<file path="config.mk">
export PLATFORM = sky130hd
export DESIGN_NAME = bod_supervisor
export DESIGN_NICKNAME = d
export VERILOG_FILES = /design/src/rtl/bod_pkg.sv /design/src/rtl/bod_hyst_stage.sv /design/src/rtl/bod_wake_fsm.sv /design/src/rtl/bod_cause_regs.sv /design/src/rtl/bod_supervisor.sv
export SDC_FILE = /design/constraint.sdc
export NUM_CORES = 1
export LEC_CHECK = 0
export CAP_MARGIN = 15
export CORE_UTILIZATION = 44
export CTS_CLUSTER_DIAMETER = 50
export DETAILED_ROUTE_END_ITERATION = 8
export GPL_TIMING_DRIVEN = 0
export PLACE_DENSITY = 0.81
export SYNTH_ARGS = -nofsm -noshare
export SYNTH_HDL_FRONTEND = slang
export SYNTH_SLANG_ARGS = --single-unit
</file>
<file path="constraint.sdc">
create_clock -name clk -period 3 [get_ports clk]
set_input_delay 0.75 -clock clk [delete_from_list [all_inputs] [get_ports clk]]
set_output_delay 0.75 -clock clk [all_outputs]
set_load 0.01 [all_outputs]
</file>
<file path="src/rtl/bod_pkg.sv">
package bod_pkg;

    localparam int unsigned VCODE_W  = 10;
    localparam int unsigned DLY_W    = 16;
    localparam int unsigned NUM_WAKE = 4;
    localparam int unsigned REG_W    = 8;
    localparam int unsigned ADDR_W   = 2;
    localparam int unsigned NUM_STG  = 2;

    // stage indices
    localparam int unsigned STG_WARN = 0;
    localparam int unsigned STG_BOD  = 1;

    localparam logic [ADDR_W-1:0] ADDR_CAUSE = ADDR_W'(0);
    localparam logic [ADDR_W-1:0] ADDR_WFLAG = ADDR_W'(1);

    typedef enum logic [1:0] {
        WS_RUN   = 2'd0,
        WS_SLEEP = 2'd1,
        WS_WAKE  = 2'd2
    } wake_state_e;

    // bit 2 brown-out, bit 1 software, bit 0 power-on
    typedef struct packed {
        logic bod;
        logic sw;
        logic por;
    } cause_t;

    localparam int unsigned CAUSE_W = $bits(cause_t);

    function automatic logic w1c_hit(input logic en, input logic [ADDR_W-1:0] addr,
                                     input logic [ADDR_W-1:0] target);
        return en && (addr == target);
    endfunction

endpackage

</file>
<file path="src/rtl/bod_hyst_stage.sv">
module bod_hyst_stage
    import bod_pkg::*;
#(
    parameter int unsigned VW = VCODE_W
) (
    input  logic          clk,
    input  logic          por_i,
    input  logic [VW-1:0] code_i,
    input  logic [VW-1:0] on_lvl_i,
    input  logic [VW-1:0] off_lvl_i,
    output logic          active_o,
    output logic          set_evt_o
);

    logic act_q;
    logic clr_evt;

    assign set_evt_o = !act_q && (code_i < on_lvl_i);
    assign clr_evt   = act_q && (code_i >= off_lvl_i);
    assign active_o  = act_q;

    always_ff @(posedge clk) begin
        if (por_i) begin
            act_q <= 1'b0;
        end else if (set_evt_o) begin
            act_q <= 1'b1;
        end else if (clr_evt) begin
            act_q <= 1'b0;
        end
    end

endmodule

</file>
<file path="src/rtl/bod_wake_fsm.sv">
module bod_wake_fsm
    import bod_pkg::*;
#(
    parameter int unsigned DW = DLY_W,
    parameter int unsigned NW = NUM_WAKE
) (
    input  logic          clk,
    input  logic          por_i,
    input  logic          chip_rst_i,
    input  logic          pd_req_i,
    input  logic          warn_i,
    input  logic [NW-1:0] ext_wake_i,
    input  logic [DW-1:0] dly_i,
    output logic          pd_active_o,
    output logic          resume_o,
    output logic [NW-1:0] latch_o
);

    wake_state_e st_q, st_d;
    logic [DW-1:0] cnt_q;
    logic          resume_q;
    logic          wake_evt;
    logic          delay_done;

    assign wake_evt   = warn_i || (|ext_wake_i);
    assign delay_done = (cnt_q <= DW'(1));

    always_comb begin
        st_d = st_q;
        unique case (st_q)
            WS_RUN:   if (pd_req_i) st_d = WS_SLEEP;
            WS_SLEEP: if (wake_evt) st_d = WS_WAKE;
            WS_WAKE:  if (delay_done) st_d = WS_RUN;
            default:  st_d = WS_RUN;
        endcase
        if (chip_rst_i) begin
            st_d = WS_RUN;
        end
    end

    // only external sources leave a flag, and only when they end sleep
    assign latch_o = (st_q == WS_SLEEP && !chip_rst_i) ? ext_wake_i : '0;

    always_ff @(posedge clk) begin
        if (por_i) begin
            st_q     <= WS_RUN;
            cnt_q    <= '0;
            resume_q <= 1'b0;
        end else begin
            st_q     <= st_d;
            resume_q <= (st_q == WS_WAKE) && delay_done && !chip_rst_i;
            if (st_q == WS_SLEEP && st_d == WS_WAKE) begin
                cnt_q <= dly_i;
            end else if (st_q == WS_WAKE && !delay_done) begin
                cnt_q <= cnt_q - DW'(1);
            end
        end
    end

    assign pd_active_o = (st_q != WS_RUN);
    assign resume_o    = resume_q;

endmodule

</file>
<file path="src/rtl/bod_cause_regs.sv">
module bod_cause_regs
    import bod_pkg::*;
#(
    parameter int unsigned NW = NUM_WAKE,
    parameter int unsigned RW = REG_W,
    parameter int unsigned AW = ADDR_W
) (
    input  logic          clk,
    input  logic          por_i,
    input  logic          bod_set_i,
    input  logic          sw_set_i,
    input  logic [NW-1:0] wake_set_i,
    input  logic          wr_en_i,
    input  logic [AW-1:0] wr_addr_i,
    input  logic [RW-1:0] wr_data_i,
    input  logic [AW-1:0] rd_addr_i,
    output logic [RW-1:0] rd_data_o
);

    cause_t        cause_q, cause_d;
    logic [NW-1:0] flag_q, flag_d;
    logic [CAUSE_W-1:0] cause_clr;
    logic [NW-1:0]      flag_clr;

    assign cause_clr = w1c_hit(wr_en_i, wr_addr_i, ADDR_CAUSE) ? wr_data_i[CAUSE_W-1:0] : '0;
    assign flag_clr  = w1c_hit(wr_en_i, wr_addr_i, ADDR_WFLAG) ? wr_data_i[NW-1:0] : '0;

    // new events win over a clear in the same cycle
    always_comb begin
        cause_d = cause_t'(cause_q & ~cause_clr);
        if (bod_set_i) cause_d.bod = 1'b1;
        if (sw_set_i)  cause_d.sw  = 1'b1;
        flag_d = (flag_q & ~flag_clr) | wake_set_i;
    end

    always_ff @(posedge clk) begin
        if (por_i) begin
            cause_q <= '{bod: 1'b0, sw: 1'b0, por: 1'b1};
            flag_q  <= '0;
        end else begin
            cause_q <= cause_d;
            flag_q  <= flag_d;
        end
    end

    always_comb begin
        rd_data_o = '0;
        if (rd_addr_i == ADDR_CAUSE) begin
            rd_data_o = RW'(cause_q);
        end else if (rd_addr_i == ADDR_WFLAG) begin
            rd_data_o = RW'(flag_q);
        end
    end

endmodule

</file>
<file path="src/rtl/bod_supervisor.sv">
module bod_supervisor
    import bod_pkg::*;
#(
    parameter int unsigned VW = VCODE_W,
    parameter int unsigned DW = DLY_W,
    parameter int unsigned NW = NUM_WAKE,
    parameter int unsigned RW = REG_W,
    parameter int unsigned AW = ADDR_W
) (
    input  logic          clk,
    input  logic          por_i,
    input  logic [VW-1:0] vcode_i,
    input  logic [VW-1:0] warn_on_i,
    input  logic [VW-1:0] warn_off_i,
    input  logic [VW-1:0] rst_on_i,
    input  logic [VW-1:0] rst_off_i,
    input  logic          irq_en_i,
    input  logic          sw_rst_req_i,
    input  logic          pd_req_i,
    input  logic [NW-1:0] ext_wake_i,
    input  logic [DW-1:0] wake_dly_i,
    input  logic          wr_en_i,
    input  logic [AW-1:0] wr_addr_i,
    input  logic [RW-1:0] wr_data_i,
    input  logic [AW-1:0] rd_addr_i,
    output logic [RW-1:0] rd_data_o,
    output logic          warn_raw_o,
    output logic          irq_o,
    output logic          chip_rst_o,
    output logic          pd_active_o,
    output logic          resume_o
);

    logic [NUM_STG-1:0][VW-1:0] on_lvl, off_lvl;
    logic [NUM_STG-1:0]         stg_act, stg_set;
    logic                       bod_rst;
    logic                       swr_q;
    logic                       core_rst;
    logic [NW-1:0]              wake_latch;

    assign on_lvl[STG_WARN]  = warn_on_i;
    assign off_lvl[STG_WARN] = warn_off_i;
    assign on_lvl[STG_BOD]   = rst_on_i;
    assign off_lvl[STG_BOD]  = rst_off_i;

    for (genvar g = 0; g < NUM_STG; g++) begin : g_stage
        bod_hyst_stage #(.VW(VW)) u_stage (
            .clk       (clk),
            .por_i     (por_i),
            .code_i    (vcode_i),
            .on_lvl_i  (on_lvl[g]),
            .off_lvl_i (off_lvl[g]),
            .active_o  (stg_act[g]),
            .set_evt_o (stg_set[g])
        );
    end

    assign bod_rst = stg_act[STG_BOD];

    always_ff @(posedge clk) begin
        if (por_i) begin
            swr_q <= 1'b0;
        end else begin
            swr_q <= sw_rst_req_i;
        end
    end

    assign core_rst   = bod_rst || swr_q;
    assign chip_rst_o = por_i || core_rst;
    assign warn_raw_o = stg_act[STG_WARN];
    assign irq_o      = irq_en_i && stg_act[STG_WARN];

    bod_wake_fsm #(.DW(DW), .NW(NW)) u_wake (
        .clk         (clk),
        .por_i       (por_i),
        .chip_rst_i  (core_rst),
        .pd_req_i    (pd_req_i),
        .warn_i      (stg_act[STG_WARN]),
        .ext_wake_i  (ext_wake_i),
        .dly_i       (wake_dly_i),
        .pd_active_o (pd_active_o),
        .resume_o    (resume_o),
        .latch_o     (wake_latch)
    );

    bod_cause_regs #(.NW(NW), .RW(RW), .AW(AW)) u_regs (
        .clk        (clk),
        .por_i      (por_i),
        .bod_set_i  (stg_set[STG_BOD]),
        .sw_set_i   (sw_rst_req_i),
        .wake_set_i (wake_latch),
        .wr_en_i    (wr_en_i),
        .wr_addr_i  (wr_addr_i),
        .wr_data_i  (wr_data_i),
        .rd_addr_i  (rd_addr_i),
        .rd_data_o  (rd_data_o)
    );

endmodule

</file>
# == Word-level counts from Yosys, hierarchy flattened ==
# Index checks and enable logic that the tools add are counted.
# totals
reg_bits,29
inputBits,88
wordCells,71
# op_classes
add_sub_neg,1
order_cmp,5
n_eq_ne,5
mux,18
bitwise_logic,5
reduce_logical,27
# ops
cell,n
16-bit two-way mux,2
10-bit greater-or-equal comparator,2
10-bit < comparator,2
"16-bit by 1-bit less-or-equal comparator with 1-bit output, second input constant",1
"16-bit by 1-bit subtractor with 16-bit output, second input constant",1
1-bit logical AND,12
4-bit two-way mux,3
2-bit two-way mux,4
8-bit two-way mux,1
2-bit nonzero test,4
"2-bit by 1-bit equality test with 1-bit output, second input constant",3
2-bit logical NOT,3
1-bit two-way mux,6
2-bit case mux with 3 select lines,1
4-bit AND,1
"2-bit equality test, second input constant",2
1-bit logical NOT,4
4-bit NOT,1
4-bit OR,1
4-bit OR reduction,1
3-bit AND,1
1-bit logical OR,3
3-bit two-way mux,1
3-bit NOT,1

# == Longest topological paths before layout ==
# Gate-level depths: netlist of run 1.
# depth
word_depth,8
mapped_depth,8
depth_no_buf,7

# == Modules after synthesis ==
# From an unflattened synthesis of run 1, not the netlist that was laid out.
# unflattened
cells_unflattened,326
area_unflattened_um2,2597.5
# by_module_without_submodules
module,n_inst,cells_per_inst,area_each_um2,seq_area_each_um2
bod_wake_fsm,1,144,1159.9,380.4
bod_hyst_stage,2,67,518.0,20.0
bod_cause_regs,1,43,356.6,140.1
bod_supervisor,1,5,45.0,20.0

# == Worst setup path before layout of run 1 ==
# No wires, ideal clock.
# synth_timing
path_kind,input port to flip-flop
start,input ext_wake_i[2]
end,register u_wake.cnt_q[3]
setup_ps,71
t_arrival_ps,2305
t_required_ps,2929
setup_slack_ps,624
path_stages,5
n_path_buf,1
cell_sequence,or4_1 > o21ai_1 > clkbuf_1 > o211ai_1 > a21oi_1
# synth_via
elab_chain_cells,8
elab_cells_between_ends,9
classes_between,eq/ne (1); mux (4); reduce/logical (4)
# synth_lines
element,line_no,source
from (decl),bod_supervisor.sv:20,"input logic [NW-1:0] ext_wake_i,"
4-bit OR reduction (*),bod_wake_fsm.sv:25,assign wake_evt = warn_i || (|ext_wake_i);
1-bit logical OR (*),bod_wake_fsm.sv:25,
2-bit two-way mux (*),bod_wake_fsm.sv:32,WS_SLEEP: if (wake_evt) st_d = WS_WAKE;
2-bit case mux with 3 select lines (*),bod_wake_fsm.sv:30,unique case (st_q)
2-bit two-way mux (*),bod_wake_fsm.sv:36,if (chip_rst_i) begin
2-bit equality test (*),bod_wake_fsm.sv:52,if (st_q == WS_SLEEP && st_d == WS_WAKE) begin
1-bit logical AND (*),bod_wake_fsm.sv:52,
16-bit two-way mux or 2-bit nonzero test (tied branches),-,
to (signal assigned),bod_wake_fsm.sv:53,cnt_q <= dly_i;
to (signal assigned),bod_wake_fsm.sv:55,cnt_q <= cnt_q - DW'(1);
to (decl),bod_wake_fsm.sv:20,logic [DW-1:0] cnt_q;
# Every way passes the cells marked *; elsewhere a longest branch is shown, timed or not.
# A chain may end at the register's enable or synchronous reset.

# == Worst setup path in the final report of run 1 ==
# layout_timing
start,input rd_addr_i[0]
end,output rd_data_o[1]
# layout_via
elab_chain_cells,3
elab_cells_between_ends,4
classes_between,eq/ne (1); mux (2); reduce/logical (1)
# layout_lines
element,line_no,source
from (decl),bod_supervisor.sv:25,"input logic [AW-1:0] rd_addr_i,"
2-bit by 1-bit equality test with 1-bit output,bod_cause_regs.sv:50,end else if (rd_addr_i == ADDR_WFLAG) begin
4-bit two-way mux,bod_cause_regs.sv:50,
8-bit two-way mux (*),bod_cause_regs.sv:48,if (rd_addr_i == ADDR_CAUSE) begin
to (decl),bod_supervisor.sv:26,"output logic [RW-1:0] rd_data_o,"
# Marked as above.

==> results.py, run 1 <==
metrics = {
    "die": {
        "die_y_um": 77.9,
        "dieArea_um2": 6070,
        "start_util_pct": 45.7,
        "core_area_um2": 5540,
        "num_io_pins": 101,
        "placementRows": 27,
        "chipWidth_um": 77.9,
    },
    "finish": {
        "final-instance-count-excl-fill": 506,
        "final_util_pct": 66.3,
        "area_growth_pct": 44.9,
        "layout_commonest_cell": "clkdlybuf4s50_1",
        "drive_gt1_share_pct": 5.76,
        "n_antenna_cell": 0,
        "layout_common_cells": "clkdlybuf4s50_1 (91), inv_1 (43), ha_1 (40)",
        "fin_nets": 561,
        "fill_cells": 480,
    },
    "synth": {
        "synth_top_area_share_pct": 22.9,
        "synth_area_leaders": "dfxtp_1 (23%), ha_1 (20%), inv_1 (6.4%), nand2_1 (5.0%), a21oi_1 (4.1%)",
        "yosys.area.top_type": "dfxtp_1",
        "synth-seq-area-share_pct": 22.9,
        "synth_ff_type": "dfxtp_1",
        "async_reset_ff_share_pct": 0,
        "ys_warn_count": 0,
        "synth_cell_type_count": 52,
        "syn-instance-count": 331,
        "ys_seq_elements": 29,
        "postSynthAreaPerCell_um2": 7.65,
        "syn_area_um2": 2530,
        "synth-edff-count": 0,
    },
    "global_route": {
        "antenna_found_initial": 0,
        "grt_pass1_vias": 2734,
        "grt_max_degree": 11,
        "grt_usage_pct": 23.9,
        "globalRouteOverflowTotal": 0,
        "grt_pass1_wl_um": 11600,
    },
    "route": {
        "wl_per_cell_um": 13.6,
        "detail-route-antenna-nets": 0,
        "wl_um": 6880,
        "via_per_inst": 5.44,
        "drc_errors": 0,
        "num_vias": 2752,
        "first_pass_iters": 4,
        "drt_iter0_drc": 134,
    },
    "sta": {
        "period_share_pct": 95.7,
        "finalSetupViolCount": 0,
        "rsz0062_at_grt": "false",
        "final-hold-violation-count": 0,
        "slew_viol_final": 0,
        "fin_skew_ps": 5.41,
        "relSlewSlack_pct": 39.3,
        "min_period_ps": 2870,
        "worst_hold_slack_ps": 449,
        "tightest_slew_ps": 908,
        "fmax_mhz": 348,
    },
    "clock_network": {
        "clockRootBuffer": "clkbuf_8",
        "htree_levels": 2,
        "cts.sink_count": 29,
        "clkLatencyLatePin_ps": 280,
        "cts.clk_slew.worst_paths_ps": 60,
        "clk_path_buf_depth": 2,
        "post_cts_buffers": 0,
        "cts_tree": "built",
        "postCtsHoldBufs": 0,
        "cts_buffers": 5,
    },
    "worst_setup_path": {
        "cp.arrival_ps": 2120,
        "critPathTopFamily": "buffers and inverters",
        "crit_top_cell": "clkdlybuf4s50_1",
        "cp_num_buf_inv": 2,
        "r2r_slack_ps": 520,
        "cp_max_fo": 4,
        "required_ps": 2250,
        "critPathKind": "in -> out",
        "r2r_end": "u_wake.cnt_q[10]",
        "end_kind": "primary output",
        "r2r-start": "u_wake.cnt_q[0]",
        "critPathMaxStageDelay_ps": 590,
        "crit_chain": "clkdlybuf4s50_1, mux2i_1, nor2_1, clkdlybuf4s50_1",
        "slowest_stage": "clkdlybuf4s50_1",
        "start_kind": "input pin",
        "reg2reg_depth": 7,
    },
    "placed_design": {
        "port_buffers": 91,
        "post-dp-hpwl_um": 5550,
        "gp_congestion": 0.904,
        "dpl.cell_count": 497,
    },
    "worst_hold_path": {
        "min-delay-start": "u_regs.cause_q[0]",
        "holdPathStages": 2,
        "hp-class": "reg -> reg",
        "min_to": "u_regs.cause_q[0]",
    },
    "job": {
        "cap_violations": 0,
    },
    "outcome": {
        "status": "completed",
    },
    "power": {
        "leakage_nw": 1.61,
        "power.density_nw_per_um2": 374,
        "ir_drop_mv": 0.307,
    },
}
[synthesized netlist by cell type, types with 6 or more instances]
library cell	count
a21oi_1	21
a31oi_1	7
clkbuf_1	6
dfxtp_1	29
ha_1	40
inv_1	43
nand2_1	34
nand3_1	8
nor2_1	27
nor2b_1	8
nor4_1	9
o21ai_0	16
[timing repair]
action | 4_1_cts | 5_1_grt
hold endpoints to repair | 0 | 0
gates resized for setup | 1 | 0
endpoints found under the setup margin | 3 | 0
[metrics by stage]
| stage | total power, mW | cell area (um2) | setup TNS (ps) | setup slack (ps) |
|---|---|---|---|---|
| final | 1.37 | 3670 | 0 | 129 |
| after detailed placement | 0.946 | 3550 | -2330 | -328 |
| after global routing | 1.46 | 3670 | 0 | 89.3 |
| after floorplan | 0.736 | 2540 | 0 | 624 |
| after CTS | 1.37 | 3670 | 0 | 123 |
| after global placement | 0.933 | 3550 | -1880 | -282 |
[worst max-delay path by stage]
stage | startpoint | end | slack, ps | depth (start not counted)
after global placement | ext_wake_i[2] | u_wake.cnt_q[3] | -280 | 6
after floorplan | ext_wake_i[2] | u_wake.cnt_q[3] | 620 | 5
after global routing | rd_addr_i[0] | rd_data_o[2] | 90 | 4
final | rd_addr_i[0] | rd_data_o[1] | 130 | 4
after CTS | rd_addr_i[0] | rd_data_o[1] | 120 | 4
after detailed placement | ext_wake_i[1] | u_wake.cnt_q[7] | -330 | 6
[cell families after synthesis]
group	count (synthesis)	synth area share (%)
other	1	0.148
multiplexers	6	2.42
flip-flops	29	22.9
AND/OR/NAND/NOR	116	23.9
AO/OA/AOI/OAI	81	20.8
XOR/XNOR	4	1.38
buffers and inverters	54	8.64
adder cells (fa/ha/maj)	40	19.8
[power by group]
group / switching [mW] / total [mW] / internal [mW]
Clock: 0.154 / 0.425 / 0.270
Combinational: 0.244 / 0.504 / 0.260
Sequential: 0.0317 / 0.444 / 0.413
[flip-flops by register name, indices dropped and copies added, names as in the netlist]
name,cells
u_wake.cnt_q,16
u_regs.flag_q,4
u_regs.cause_q,3
g_stage.u_stage.active_o,2
u_wake.st_q,2
swr_q,1
u_wake.resume_o,1
[layer usage]
layer / part of all wire, % / wire length [um] / global-route usage [%] / up-vias
met5: 0 / 0 / 0 / -
met4: 2.1 / 145 / 7.55 / 0
met3: 6.6 / 456 / 5.29 / 14
met2: 49 / 3360 / 44.5 / 115
met1: 42 / 2920 / 26.6 / 1249
li1: - / - / - / 1374
[layout make-up]
type	instances	area, um2	share of cell area (%)
multi-input cells	251	1750	47.6
repair buffers	92	916	24.9
flip-flops and latches	29	581	15.8
inverters	43	161	4.40
well taps	72	90.1	2.45
clock buffers	7	86.3	2.35
plain buffers	11	57.6	1.57
clock inverters	1	30.0	0.818
[tightest hold or removal path, stage by stage, from the launching register on]
cell     delay (ps)
dfxtp_1         310
nand2_1          50
nand2_1          40
(Power assumes the default switching activity.)
==> inputs of run 2 (changes only) <==
--- a/config.mk
+++ b/config.mk
@@ -11,6 +11,7 @@
 export DETAILED_ROUTE_END_ITERATION = 8
 export GPL_TIMING_DRIVEN = 0
 export PLACE_DENSITY = 0.81
+export SKIP_LAST_GASP = 1
 export SYNTH_ARGS = -nofsm -noshare
 export SYNTH_HDL_FRONTEND = slang
 export SYNTH_SLANG_ARGS = --single-unit
==> results of run 2 <==
The final DEF is identical to that of run 1; final timing and power are the same.
==> inputs of run 3 (changes only) <==
--- a/config.mk
+++ b/config.mk
@@ -7,7 +7,7 @@
 export LEC_CHECK = 0
 export CAP_MARGIN = 15
 export CORE_UTILIZATION = 44
-export CTS_CLUSTER_DIAMETER = 50
+export CTS_CLUSTER_DIAMETER = 30
 export DETAILED_ROUTE_END_ITERATION = 8
 export GPL_TIMING_DRIVEN = 0
 export PLACE_DENSITY = 0.81
==> results of run 3 <==
The final DEF is identical to that of run 1; final timing and power are the same.
